[src/rtl/sser_pkg.sv]
package sser_pkg;
    localparam int BYTE_W    = 8;
    localparam int MAX_BYTES = 4;
    localparam int FRAME_W   = BYTE_W * MAX_BYTES;
    localparam int BIT_CW    = $clog2(FRAME_W);
    localparam int NB_W      = $clog2(MAX_BYTES + 1);

    typedef enum logic [1:0] {
        ST_IDLE  = 2'd0,
        ST_LEAD  = 2'd1,
        ST_TRAIL = 2'd2
    } tx_state_t;
endpackage

[src/rtl/sser_halfdiv.sv]
module sser_halfdiv #(
    parameter int HALF = 4
) (
    input  logic clk,
    input  logic rst_n,
    input  logic run,
    output logic tick
);
    localparam int CW = (HALF > 1) ? $clog2(HALF) : 1;
    localparam logic [CW-1:0] LAST = CW'(HALF - 1);

    logic [CW-1:0] cnt;

    assign tick = run && (cnt == LAST);

    always_ff @(posedge clk or negedge rst_n) begin
        if (!rst_n) begin
            cnt <= '0;
        end else if (!run || tick) begin
            cnt <= '0;
        end else begin
            cnt <= cnt + 1'b1;
        end
    end
endmodule

[src/rtl/sser_bytebank.sv]
module sser_bytebank
    import sser_pkg::*;
(
    input  logic                   clk,
    input  logic                   rst_n,
    input  logic                   wr_en,
    input  logic [MAX_BYTES-1:0]   wr_be,
    input  logic [FRAME_W-1:0]     wr_data,
    output logic [FRAME_W-1:0]     word
);
    // Register 0 lands in the top byte of word, register MAX_BYTES-1 at the bottom.
    for (genvar i = 0; i < MAX_BYTES; i++) begin : g_byte
        logic [BYTE_W-1:0] data_q;
        always_ff @(posedge clk or negedge rst_n) begin
            if (!rst_n) begin
                data_q <= '0;
            end else if (wr_en && wr_be[i]) begin
                data_q <= wr_data[i*BYTE_W +: BYTE_W];
            end
        end
        assign word[(MAX_BYTES-1-i)*BYTE_W +: BYTE_W] = data_q;
    end
endmodule

[src/rtl/sser_shreg.sv]
module sser_shreg
    import sser_pkg::*;
(
    input  logic               clk,
    input  logic               rst_n,
    input  logic               load,
    input  logic               shift,
    input  logic               msb_in,
    input  logic [NB_W-1:0]    nbytes,
    input  logic [FRAME_W-1:0] word,
    output logic               bit_out
);
    logic [FRAME_W-1:0] sh_q;
    logic               msb_q;
    int                 drop;

    // LSB-first sends the exact reverse of the MSB-first stream,
    // so the valid bytes are right-aligned and shifted out from bit 0.
    assign drop    = BYTE_W * (MAX_BYTES - int'(nbytes));
    assign bit_out = msb_q ? sh_q[FRAME_W-1] : sh_q[0];

    always_ff @(posedge clk or negedge rst_n) begin
        if (!rst_n) begin
            sh_q  <= '0;
            msb_q <= 1'b1;
        end else if (load) begin
            msb_q <= msb_in;
            sh_q  <= msb_in ? word : (word >> drop);
        end else if (shift) begin
            sh_q  <= msb_q ? (sh_q << 1) : (sh_q >> 1);
        end
    end
endmodule

[src/rtl/sser_tx.sv]
module sser_tx
    import sser_pkg::*;
#(
    parameter int HALF_PERIOD = 4
) (
    input  logic                 clk,
    input  logic                 rst_n,
    input  logic                 wr_en,
    input  logic [MAX_BYTES-1:0] wr_be,
    input  logic [FRAME_W-1:0]   wr_data,
    input  logic                 end_clr,
    input  logic [1:0]           len_sel,
    input  logic                 msb_first,
    input  logic                 cpol,
    input  logic                 cpha,
    output logic                 cs_n,
    output logic                 sclk,
    output logic                 sdo,
    output logic                 tdre,
    output logic                 tend,
    output logic                 tx_irq,
    output logic                 end_irq
);
    tx_state_t          state_q, state_n;
    logic               tick;
    logic               load_go, shift_go, end_go;
    logic               tdre_q, tend_q, tx_irq_q, end_irq_q;
    logic               cpol_q, cpha_q;
    logic [BIT_CW-1:0]  left_q;
    logic [NB_W-1:0]    nbytes;
    logic [FRAME_W-1:0] word;
    logic               bit_out;

    always_comb begin
        unique case (len_sel)
            2'd0:    nbytes = NB_W'(1);
            2'd1:    nbytes = NB_W'(2);
            default: nbytes = NB_W'(MAX_BYTES);
        endcase
    end

    sser_halfdiv #(.HALF(HALF_PERIOD)) u_div (
        .clk   (clk),
        .rst_n (rst_n),
        .run   (state_q != ST_IDLE),
        .tick  (tick)
    );

    sser_bytebank u_bank (
        .clk     (clk),
        .rst_n   (rst_n),
        .wr_en   (wr_en),
        .wr_be   (wr_be),
        .wr_data (wr_data),
        .word    (word)
    );

    sser_shreg u_sh (
        .clk     (clk),
        .rst_n   (rst_n),
        .load    (load_go),
        .shift   (shift_go),
        .msb_in  (msb_first),
        .nbytes  (nbytes),
        .word    (word),
        .bit_out (bit_out)
    );

    // Next state and transition strobes
    always_comb begin
        state_n  = state_q;
        load_go  = 1'b0;
        shift_go = 1'b0;
        end_go   = 1'b0;
        unique case (state_q)
            ST_IDLE: begin
                if (!tdre_q) begin           // start
                    load_go = 1'b1;
                    state_n = ST_LEAD;
                end
            end
            ST_LEAD: begin
                if (tick) state_n = ST_TRAIL; // half
            end
            ST_TRAIL: begin
                if (tick) begin
                    if (left_q != '0) begin   // next
                        shift_go = 1'b1;
                        state_n  = ST_LEAD;
                    end else if (!tdre_q) begin // reload
                        load_go = 1'b1;
                        state_n = ST_LEAD;
                    end else begin            // finish
                        end_go  = 1'b1;
                        state_n = ST_IDLE;
                    end
                end
            end
            default: state_n = ST_IDLE;
        endcase
    end

    // State register
    always_ff @(posedge clk or negedge rst_n) begin
        if (!rst_n) state_q <= ST_IDLE;
        else        state_q <= state_n;
    end

    // Frame bookkeeping, flags and request pulses
    always_ff @(posedge clk or negedge rst_n) begin
        if (!rst_n) begin
            left_q    <= '0;
            tdre_q    <= 1'b1;
            tend_q    <= 1'b1;
            tx_irq_q  <= 1'b0;
            end_irq_q <= 1'b0;
            cpol_q    <= 1'b0;
            cpha_q    <= 1'b0;
        end else begin
            tx_irq_q  <= load_go;
            end_irq_q <= end_go;
            if (load_go) begin
                left_q <= BIT_CW'(int'(nbytes) * BYTE_W - 1);
                cpol_q <= cpol;
                cpha_q <= cpha;
            end else if (shift_go) begin
                left_q <= left_q - 1'b1;
            end
            if (wr_en)        tdre_q <= 1'b0;
            else if (load_go) tdre_q <= 1'b1;
            if (end_go)                 tend_q <= 1'b1;
            else if (load_go || end_clr) tend_q <= 1'b0;
        end
    end

    // Outputs decoded from the registered state
    always_comb begin
        tdre    = tdre_q;
        tend    = tend_q;
        tx_irq  = tx_irq_q;
        end_irq = end_irq_q;
        unique case (state_q)
            ST_LEAD: begin
                cs_n = 1'b0;
                sclk = cpol_q ^ cpha_q;
                sdo  = bit_out;
            end
            ST_TRAIL: begin
                cs_n = 1'b0;
                sclk = cpol_q ^ ~cpha_q;
                sdo  = bit_out;
            end
            default: begin
                cs_n = 1'b1;
                sclk = cpol;
                sdo  = 1'b1;
            end
        endcase
    end
endmodule

[config.mk]
export PLATFORM = sky130hd
export DESIGN_NAME = sser_tx
export DESIGN_NICKNAME = d
export VERILOG_FILES = /design/src/rtl/sser_pkg.sv /design/src/rtl/sser_halfdiv.sv /design/src/rtl/sser_bytebank.sv /design/src/rtl/sser_shreg.sv /design/src/rtl/sser_tx.sv
export SDC_FILE = /design/constraint.sdc
export NUM_CORES = 1
export LEC_CHECK = 0
export BUFFER_PORTS_ARGS = -buffer_cell sky130_fd_sc_hd__buf_2
export CELL_PAD_IN_SITES_DETAIL_PLACEMENT = 0
export CELL_PAD_IN_SITES_GLOBAL_PLACEMENT = 1
export CORE_MARGIN = 2
export CORE_UTILIZATION = 50
export CTS_CLUSTER_DIAMETER = 150
export CTS_CLUSTER_SIZE = 25
export DETAILED_ROUTE_END_ITERATION = 6
export PLACE_DENSITY_LB_ADDON = 0.1
export RECOVER_POWER = 50
export SLEW_MARGIN = 30
export SYNTH_ARGS = -nofsm -noshare
export SYNTH_HDL_FRONTEND = slang
export SYNTH_SLANG_ARGS = --single-unit
[constraint.sdc]
create_clock -name clk -period 4.9 [get_ports clk]
set_input_delay 0.49 -clock clk [delete_from_list [all_inputs] [get_ports clk]]
set_output_delay 0.49 -clock clk [all_outputs]
set_load 0.01 [all_outputs]
-- After elaboration in Yosys (flattened, before gate mapping)
Cells that the tools add are included.
- input bits: 45
- word-level logic and storage cells: 80
- output and inout bits: 7
- register bits after elaboration: 80
- bitwise gates (word level): 3
- add/sub/neg operators: 4
- equal/unequal tests: 7
- shift operators: 1
- reductions and logical operators: 17
- multiplexer cells: 33
- operator list (cell ; number):
    two-way mux 32 bit ; 4
    >> shifter 32 x 32 -> 32 bit ; 1
    two-way mux 1 bit ; 19
    two-way mux 5 bit ; 2
    subtractor 5 x 1 -> 5 bit (second input constant) ; 2
    two-way mux 2 bit ; 4
    nonzero test 2 bit ; 4
    one-hot mux 2 bit (3 select lines) ; 1
    one-hot mux 3 bit (2 select lines) ; 1
    logical AND 1 bit ; 5
    nonzero test 5 bit ; 1
    equality test 2 x 1 -> 1 bit (second input constant) ; 2
    equality test 2 bit (second input constant) ; 2
    zero test 2 bit ; 2
    inequality test 2 x 1 -> 1 bit (second input constant) ; 2
    one-hot mux 1 bit (2 select lines) ; 2
    subtractor 3 x 3 -> 4 bit (first input constant) ; 1
    AND reduction 3 bit ; 1
    adder 2 x 1 -> 2 bit (second input constant) ; 1
    logical OR 1 bit ; 2
    inequality test 2 bit (second input constant) ; 1
    OR reduction 2 bit ; 1
    XOR 1 bit ; 2
    zero test 1 bit ; 1
    NOT 1 bit ; 1

-- Depth between registers and ports, before layout
Gate-level depths: netlist (run 1).
- depth in word-level cells: 7
- mapped depth: 10

-- By module
A second synthesis (run 1) with hierarchy kept.
- cells, all modules: 439
- area total of the unflattened synthesis: 4778.3 um^2
- modules (own cells, without submodules) (module ; cells an instance ; area each (um^2) ; times used):
    sser_shreg ; 293 ; 2731.4 ; 1
    sser_bytebank ; 68 ; 1186.1 ; 1
    sser_tx ; 72 ; 769.5 ; 1
    sser_halfdiv ; 6 ; 91.3 ; 1

-- Least setup slack after synthesis (run 1)
No wires, ideal clock.
- path kind: input to register
- start: input len_sel[1]
- end: register u_sh.sh_q[18]
- cell stages on the path: 7
- required time: 4.826 ns
- setup slack: 2.340 ns
- data arrival time: 2.486 ns
- library setup time: 0.074 ns
- cells stage by stage: or2_1 -> buf_6 -> ha_1 -> clkbuf_1 -> nor4_1 -> a32oi_1 -> a21oi_2
- cells in the longest elaborated chain, start to end: 6
- ends and longest elaborated chain (element ; line ; RTL):
    from (decl) ; sser_tx.sv:12 ; input logic [1:0] len_sel,
    equality test 2 x 1 -> 1 bit / zero test 2 bit (equally long branches) ; sser_tx.sv:35 ; unique case (len_sel)
    one-hot mux 3 bit (2 select lines) * ; sser_tx.sv:35 ;
    subtractor 3 x 3 -> 4 bit * ; sser_shreg.sv:19 ; assign drop = BYTE_W * (MAX_BYTES - int'(nbytes));
    >> shifter 32 x 32 -> 32 bit * ; sser_shreg.sv:28 ; sh_q <= msb_in ? word : (word >> drop);
    two-way mux 32 bit * ; sser_shreg.sv:28 ;
    two-way mux 32 bit * ; sser_shreg.sv:26 ; end else if (load) begin
    to (signal assigned) ; sser_shreg.sv:28 ;
    to (signal assigned) ; sser_shreg.sv:30 ; sh_q <= msb_q ? (sh_q << 1) : (sh_q >> 1);
    to (decl) ; sser_shreg.sv:13 ; logic [FRAME_W-1:0] sh_q;
Mark *: on every way between the ends. The rest lies on a longest branch, timed or not.
A chain may end at the register's enable or synchronous reset.

-- Worst setup path in the final report (run 1)
- start: register state_q[0]
- end: register u_sh.sh_q[15]
- cells in the longest elaborated chain, start to end: 5
- ends and longest elaborated chain (element ; line ; RTL):
    from (decl) ; sser_tx.sv:24 ; tx_state_t state_q, state_n;
    from (signal assigned) ; sser_tx.sv:106 ; else state_q <= state_n;
    nonzero test 2 bit ; sser_tx.sv:45 ; .run (state_q != ST_IDLE),
    logical AND 1 bit ; sser_halfdiv.sv:14 ; assign tick = run && (cnt == LAST);
    two-way mux 1 bit ; sser_tx.sv:86 ; if (tick) begin
    one-hot mux 1 bit (2 select lines) / two-way mux 1 bit (equally long branches) ; sser_tx.sv:75 ; unique case (state_q)
    two-way mux 32 bit / nonzero test 2 bit (equally long branches) ; -- ;
Parallel ways exist; a longest one is shown, timed or not.

==> results.cfg, run 1 <==
[drt]
vias_per_cell = 6.10
wl_per_cell_um = 19.4
wirelength_mm = 11.2
route.detailed.drc = 0
vias = 3514
drt_pass1_iterations = 4
drt_iter0_markers = 208
antenna_left = 0

[synthesis]
synth_xor_area_share_pct = 0.761
ys_seq_elements = 80
syn_inst = 427
synthFlopType = dfrtp_1
synth_cell_types = 49
synth.yosys.warnings = 0
syn_area_per_cell_um2 = 10.8
synth_compound_area_share_pct = 19.2
synth_adder_area_share_pct = 2.45
yosys-top-cells-area = dfrtp_1 42%, mux2_2 10%, a211oi_1 5.2%
synthSimpleGateAreaFrac_pct = 13.4
synth_top_family_by_area = compound AO/OA/AOI/OAI gates
async_reset_ff_share_pct = 100
seq_area_frac_synth_pct = 43.6
syn-cell-area_mm2 = 0.00460
synth_enable_flop_cells = 0
syn_nets = 481
yosys.area.top_type = dfrtp_1
synthMuxAreaShare_pct = 15.9
synth_top_area_share_pct = 41.9

[clock_network]
cts_tree = done
postCtsSetupBuffers = 0
hold_buffers = 0
cts_root_buf = clkbuf_8
htreeDepth = 3
cts_buffers = 9
ctsResizeCount = 0
clk_pin_slew_ns = 0.09
clk_latency_ns = 0.36
clockBufferDepth = 2
cts_sinks = 80

[setup_path]
slowest_delay_ns = 0.80
critPathLaunchType = flop
path_class = reg -> reg
crit_buf_inv = 2
crit_path_frequent_cell = nor2_1
critPathArrivalTime_ns = 3.14
cp_data_required_time_ns = 5.15
critPathCaptureType = flop
cp_slowest_cell = nor2_1
crit_family = simple AND/OR/NAND/NOR gates
worstPathCellList = inv_1 -> ha_1 -> nand3b_1 -> nor2_1 -> buf_4 -> nor2_1 -> o32ai_2
critPathMaxFanout = 16

[timing]
finalCritPeriodShare_pct = 58.9
hold_viol_final = 0
tightest_slew_ns = 0.868
clock.fmax_mhz = 346
max-slew-margin-rel_pct = 42.0
rsz0062_at_grt = no
period_needed_ns = 2.89
fin_setup_tns_ns = 0
setup_violations = 0
slew_viol_final = 0
finClkSkew_ns = 0.0138

[hold_path]
hp-class = in -> async

[floorplan]
die_w_um = 99.9
initial_utilization_pct = 50.8
io_pins = 52
dieArea_mm2 = 0.00999
num_rows = 35
core_area_mm2 = 0.00906
die_h_um = 99.9

[place]
gp_congestion = 0.882
dp_cells = 560
place_hpwl_mm = 7.91
port_buffers = 51

[pwr]
power.density_mw_per_mm2 = 520
total_power_mw = 2.63
vdd_drop_max_v = 0.000235
p_leak_nw = 2.10

[final_layout]
syn2layout_area_growth_pct = 9.95
fin_cells = 576
register_area_mm2 = 0.00201
utilization_pct = 55.8
layout-drive-gt1-share_pct = 28.8
fillers = 831
antenna_cells = 0
multi_input_area_mm2 = 0.00239
fin_nets = 514

[global_route]
grt_pass1_vias = 3380
antenna_found_initial = 0
grt_pass1_wl_mm = 18.0
grt-ovfl-total = 0
grt_max_degree = 81
grt_usage_pct = 23.6

[outcome]
status = completed

[job]
maxCapViolCount = 0
==> metrics by stage <==
stage,setup slack [ns],hold WS [ns],instance area [um2]
6_report,2.01,0.119,5060
4_1_cts,2.04,0.197,5060
3_3_place_gp,1.79,0.427,4840
2_1_floorplan,2.34,0.194,4600
3_5_place_dp,1.98,0.437,4850
5_1_grt,1.78,0.231,5060
==> cells in the final DEF, fill, tap and decap left out, drive strengths merged, types with 12 or more instances in the layout <==
cell type,Yosys,final
nor2,17,17
nor2b,16,16
buf,14,52
nand3,25,25
nand2,23,23
mux2,41,41
a211oi,32,32
clkbuf,17,13
nor3,12,12
o21ai,18,18
a21oi,21,21
nand2b,12,12
dfrtp,77,77
==> cell usage after synthesis (all sizes together), types with 2 or more instances <==
library cell	instances
dfrtp	77
mux2	41
a211oi	32
nand3	25
nand2	23
a21oi	21
o21ai	18
clkbuf	17
nor2	17
nor2b	16
buf	14
nand2b	12
nor3	12
a31oi	9
ha	9
inv	9
mux2i	9
o32ai	9
a211o	8
a22oi	8
a32oi	8
mux4	8
dfstp	3
nand3b	3
or3b	2
xnor2	2
xor2	2
==> routing by layer <==
metal  GRT usage, %  routed length (um)
met3           4.81                 640
met2           37.8                5270
met1           33.4                5170
met5              0                   0
met4           5.69                 119
==> state kept, by name (all words and copies together) (netlist names) <==
name	cells
u_bank.g_byte.data_q	32
u_sh.sh_q	32
left_q	5
state_q	2
u_div.cnt	2
cpha_q	1
cpol_q	1
end_irq	1
tdre	1
tend	1
tx_irq	1
u_sh.msb_q	1
==> report_power, final <==
part | switching, mW | internal [mW] | total [mW]
clock network | 0.248 | 0.265 | 0.512
registers | 0.260 | 0.881 | 1.14
logic | 0.506 | 0.472 | 0.977
==> worst paths after layout <==
| path | start | slack, ns | cells past startpoint | endpoint |
|---|---|---|---|---|
| worst max-delay path | state_q[0] | 2.01 | 7 | u_sh.sh_q[15] |
| worst min-delay path | rst_n | 0.12 | 1 | tx_irq |
| worst max register to register | state_q[0] | 2.01 | 7 | u_sh.sh_q[15] |
| worst min register to register | u_div.cnt[0] | 0.44 | 1 | u_div.cnt[0] |
| max in group asynchronous | rst_n | 4.18 | 1 | u_sh.sh_q[16] |
| min in group clk | end_clr | 0.29 | 2 | tend |
==> logic make-up (layout without fill, tap and decap cells) <==
| logic type | Yosys count | after routing |
|---|---|---|
| buf+inv | 40 | 78 |
| mux | 58 | 58 |
| flops | 80 | 80 |
| compound gates | 119 | 119 |
| fa+ha+maj | 9 | 9 |
| xor+xnor | 4 | 4 |
| simple gates | 117 | 117 |
==> cell type report <==
| class | instances | share of cell area [%] |
|---|---|---|
| clock inverter | 4 | 1.01 |
| inverter | 9 | 0.816 |
| clock buffer | 12 | 3.07 |
| sequential | 80 | 39.7 |
| timing repair buffer | 53 | 5.44 |
| multi-input combinational | 307 | 47.2 |
| tap | 111 | 2.75 |
Note: power is estimated with default switching activity, not from simulation.
==> run 2, diff against run 1 <==
Settings changed: ABC_AREA set to 1, CORE_UTILIZATION 50 to 39.
Clock period 4.9 ns to 2.4 ns, I/O delays scaled along.
==> run 2 against run 1 <==
Routed wire length up 20%. Clock skew is 0.0038 ns lower. Setup slack got worse by 1.7 ns. Synthesized cell count up 64%. Critical path depth up 6. Combinational power shrank 35%. Clock power grew to 3.2 times the previous value. Largest power group is now clock.
==> results.cfg, run 2 <==
[final_layout]
layout_commonest_cell = nand2_1
syn2layout_area_growth_pct = 15.3
reg.largest.list = u_bank.g_byte.data_q x32, u_sh.sh_q x32, left_q x5
final_cell_mix = 251 x nand2_1, 77 x dfrtp_1, 65 x inv_1, 64 x o21ai_0, 58 x nand3_1
design_area_mm2 = 0.00564
layout-drive-gt1-share_pct = 13.8
fillers = 1275
fin_nets = 789
antenna_cells = 0

[synthesis]
synth.yosys.warnings = 0
ys_seq_elements = 80
synth_enable_flop_cells = 0
yosys-top-cells-area = dfrtp_1 39%, nand2_1 19%, o21ai_0 6.6%
synth_top_area_share_pct = 39.4
seq_area_frac_synth_pct = 41.0
synth_cell_types = 34
syn_nets = 753
synthFlopType = dfrtp_1
syn_area_per_cell_um2 = 6.99
async_reset_ff_share_pct = 100
yosysMostFrequentCell = nand2_1
synthTopCellsByCount = 251 x nand2_1, 77 x dfrtp_1, 65 x inv_1
syn-cell-area_mm2 = 0.00489
yosys.area.top_type = dfrtp_1
syn_inst = 699

[drt]
vias_per_cell = 5.04
drt_iter0_markers = 307
route.detailed.drc = 0
wl_per_cell_um = 14.8
drt_pass1_iterations = 5
vias = 4578
wirelength_mm = 13.4
antenna_left = 0

[clock_network]
cts_root_buf = clkbuf_16
cts_buffers = 9
cts_sinks = 80
clk_pin_slew_ns = 0.06
clk_latency_ns = 0.35
clockBufferDepth = 2
htreeDepth = 3
cts_tree = done
postCtsSetupBuffers = 0

[timing]
fin_ws_ns = 0.336
clock.fmax_mhz = 485
period_needed_ns = 2.06
setup_violations = 0
tightest_slew_ns = 1.05
max-slew-margin-rel_pct = 30.1
whs_ns = 0.0854
rsz0062_at_grt = no
fin_setup_tns_ns = 0
finClkSkew_ns = 0.00998
slew_viol_final = 0
finalCritPeriodShare_pct = 86.0
hold_viol_final = 0

[outcome]
status = completed

[setup_path]
critPathLaunchType = flop
critPathCaptureType = flop
slowest_delay_ns = 0.40
cp_slowest_cell = dfrtp_1
critPathArrivalTime_ns = 2.30
path_class = reg -> reg
worstPathCellList = inv_1 -> ha_1 -> inv_2 -> nand2_2 -> nor2_4 -> nand2_2 -> nand2_2 -> nand2_4 -> nand2_4 -> inv_4 -> nand2_1 -> nand2_1 -> inv_1
critPathMaxFanout = 18
cp_data_required_time_ns = 2.64
crit_path_frequent_cell = nand2_2

[floorplan]
io_pins = 52
initial_utilization_pct = 40.4
die_h_um = 116
dieArea_mm2 = 0.0134
core_area_mm2 = 0.0121
num_rows = 40
die_w_um = 116

[pwr]
vdd_drop_max_v = 0.000410
clkPwrFrac_pct = 41.9
p_int_mw = 2.78
total_power_mw = 3.87
p_switching_mw = 1.09
sequentialPowerShare_pct = 41.6
power.density_mw_per_mm2 = 686
swShare_pct = 28.1
pwr-share-comb_pct = 16.4
p_leak_nw = 2.85

[global_route]
grt.busiest_layer = met2
grt-ovfl-total = 0
gr-usage-met2_pct = 32.3
met1_usage_pct = 31.4
grt_pass1_vias = 4323
use_met3_pct = 2.77
grt_usage_pct = 21.6
grt_max_degree = 47
antenna_found_initial = 0
grt_pass1_wl_mm = 22.4

[place]
port_buffers = 51
gp_congestion = 0.875
placed_area_mm2 = 0.00529
place_hpwl_mm = 9.43
post-place-ws_ns = 0.210

[hold_path]
hp-class = in -> reg

[job]
maxCapViolCount = 0
run 2: cell type report:
type	count	area (um2)	share of cell area [%]
Multi-Input combinational cell	508	2420	43.0
Sequential cell	80	2010	35.6
Timing Repair Buffer	64	377	6.68
Inverter	72	273	4.84
Clock buffer	11	243	4.31
Tap cell	168	210	3.73
Clock inverter	5	105	1.86
run 2: metrics by stage:
stage	util [%]	std cells
after floorplan	-	699
after global placement	43.7	891
after detailed placement	43.7	891
after CTS	46.7	908
after global routing	46.5	908
final	46.5	908
run 2: power by group through the flow:
stage | clock, mW | sequential [mW] | combinational (mW)
after detailed placement | 0 | 1.63 | 0.639
after floorplan | 0 | 1.59 | 0.443
after CTS | 1.66 | 1.61 | 0.644
final | 1.62 | 1.61 | 0.635
after global placement | 0 | 1.63 | 0.634
after global routing | 1.73 | 1.63 | 0.734
run 2: path summary, 6_finish.rpt:
path	cells past startpoint	start	slack, ns	to
setup / recovery	13	state_q[1]	0.34	u_sh.sh_q[16]
hold / removal	3	cpha	0.09	cpha_q
setup reg to reg	13	state_q[1]	0.34	u_sh.sh_q[16]
hold reg to reg	1	u_div.cnt[0]	0.45	u_div.cnt[0]
max in group asynchronous	3	rst_n	0.55	u_sh.sh_q[17]
min in group asynchronous	2	rst_n	0.61	cpol_q
run 2: per-layer routing:
metal	vias up	wire length, um
met2	91	5890
met4	0	384
li1	2323	-
met3	24	517
met1	2140	6630
met5	-	0
run 2: kinds of logic (layout without fill, tap and decap cells):
logic type,after synthesis,count (layout),share of synthesized area [%]
multiplexers,10,10,2.30
adder cells (fa/ha/maj),9,9,2.30
buffers and inverters,111,152,9.52
AO/OA/AOI/OAI,125,125,14.3
AND/OR/NAND/NOR,363,363,30.4
flip-flops,80,80,41.0
XOR/XNOR,1,1,0.179
run 2: what timing repair did:
| action | in CTS | in global routing |
|---|---|---|
| endpoints found under the setup margin | 0 | 7 |
| gates resized for setup | 0 | 1 |
| hold endpoints to repair | 40 | 0 |
| hold buffers | 1 | 0 |
run 2: critical path, delay by kind of cell (launching register included):
| kind | cells | cell delay, ns |
|---|---|---|
| adder cells (fa/ha/maj) | 1 | 0.21 |
| buffers and inverters | 4 | 0.44 |
| flip-flops | 1 | 0.40 |
| AND/OR/NAND/NOR | 8 | 0.87 |
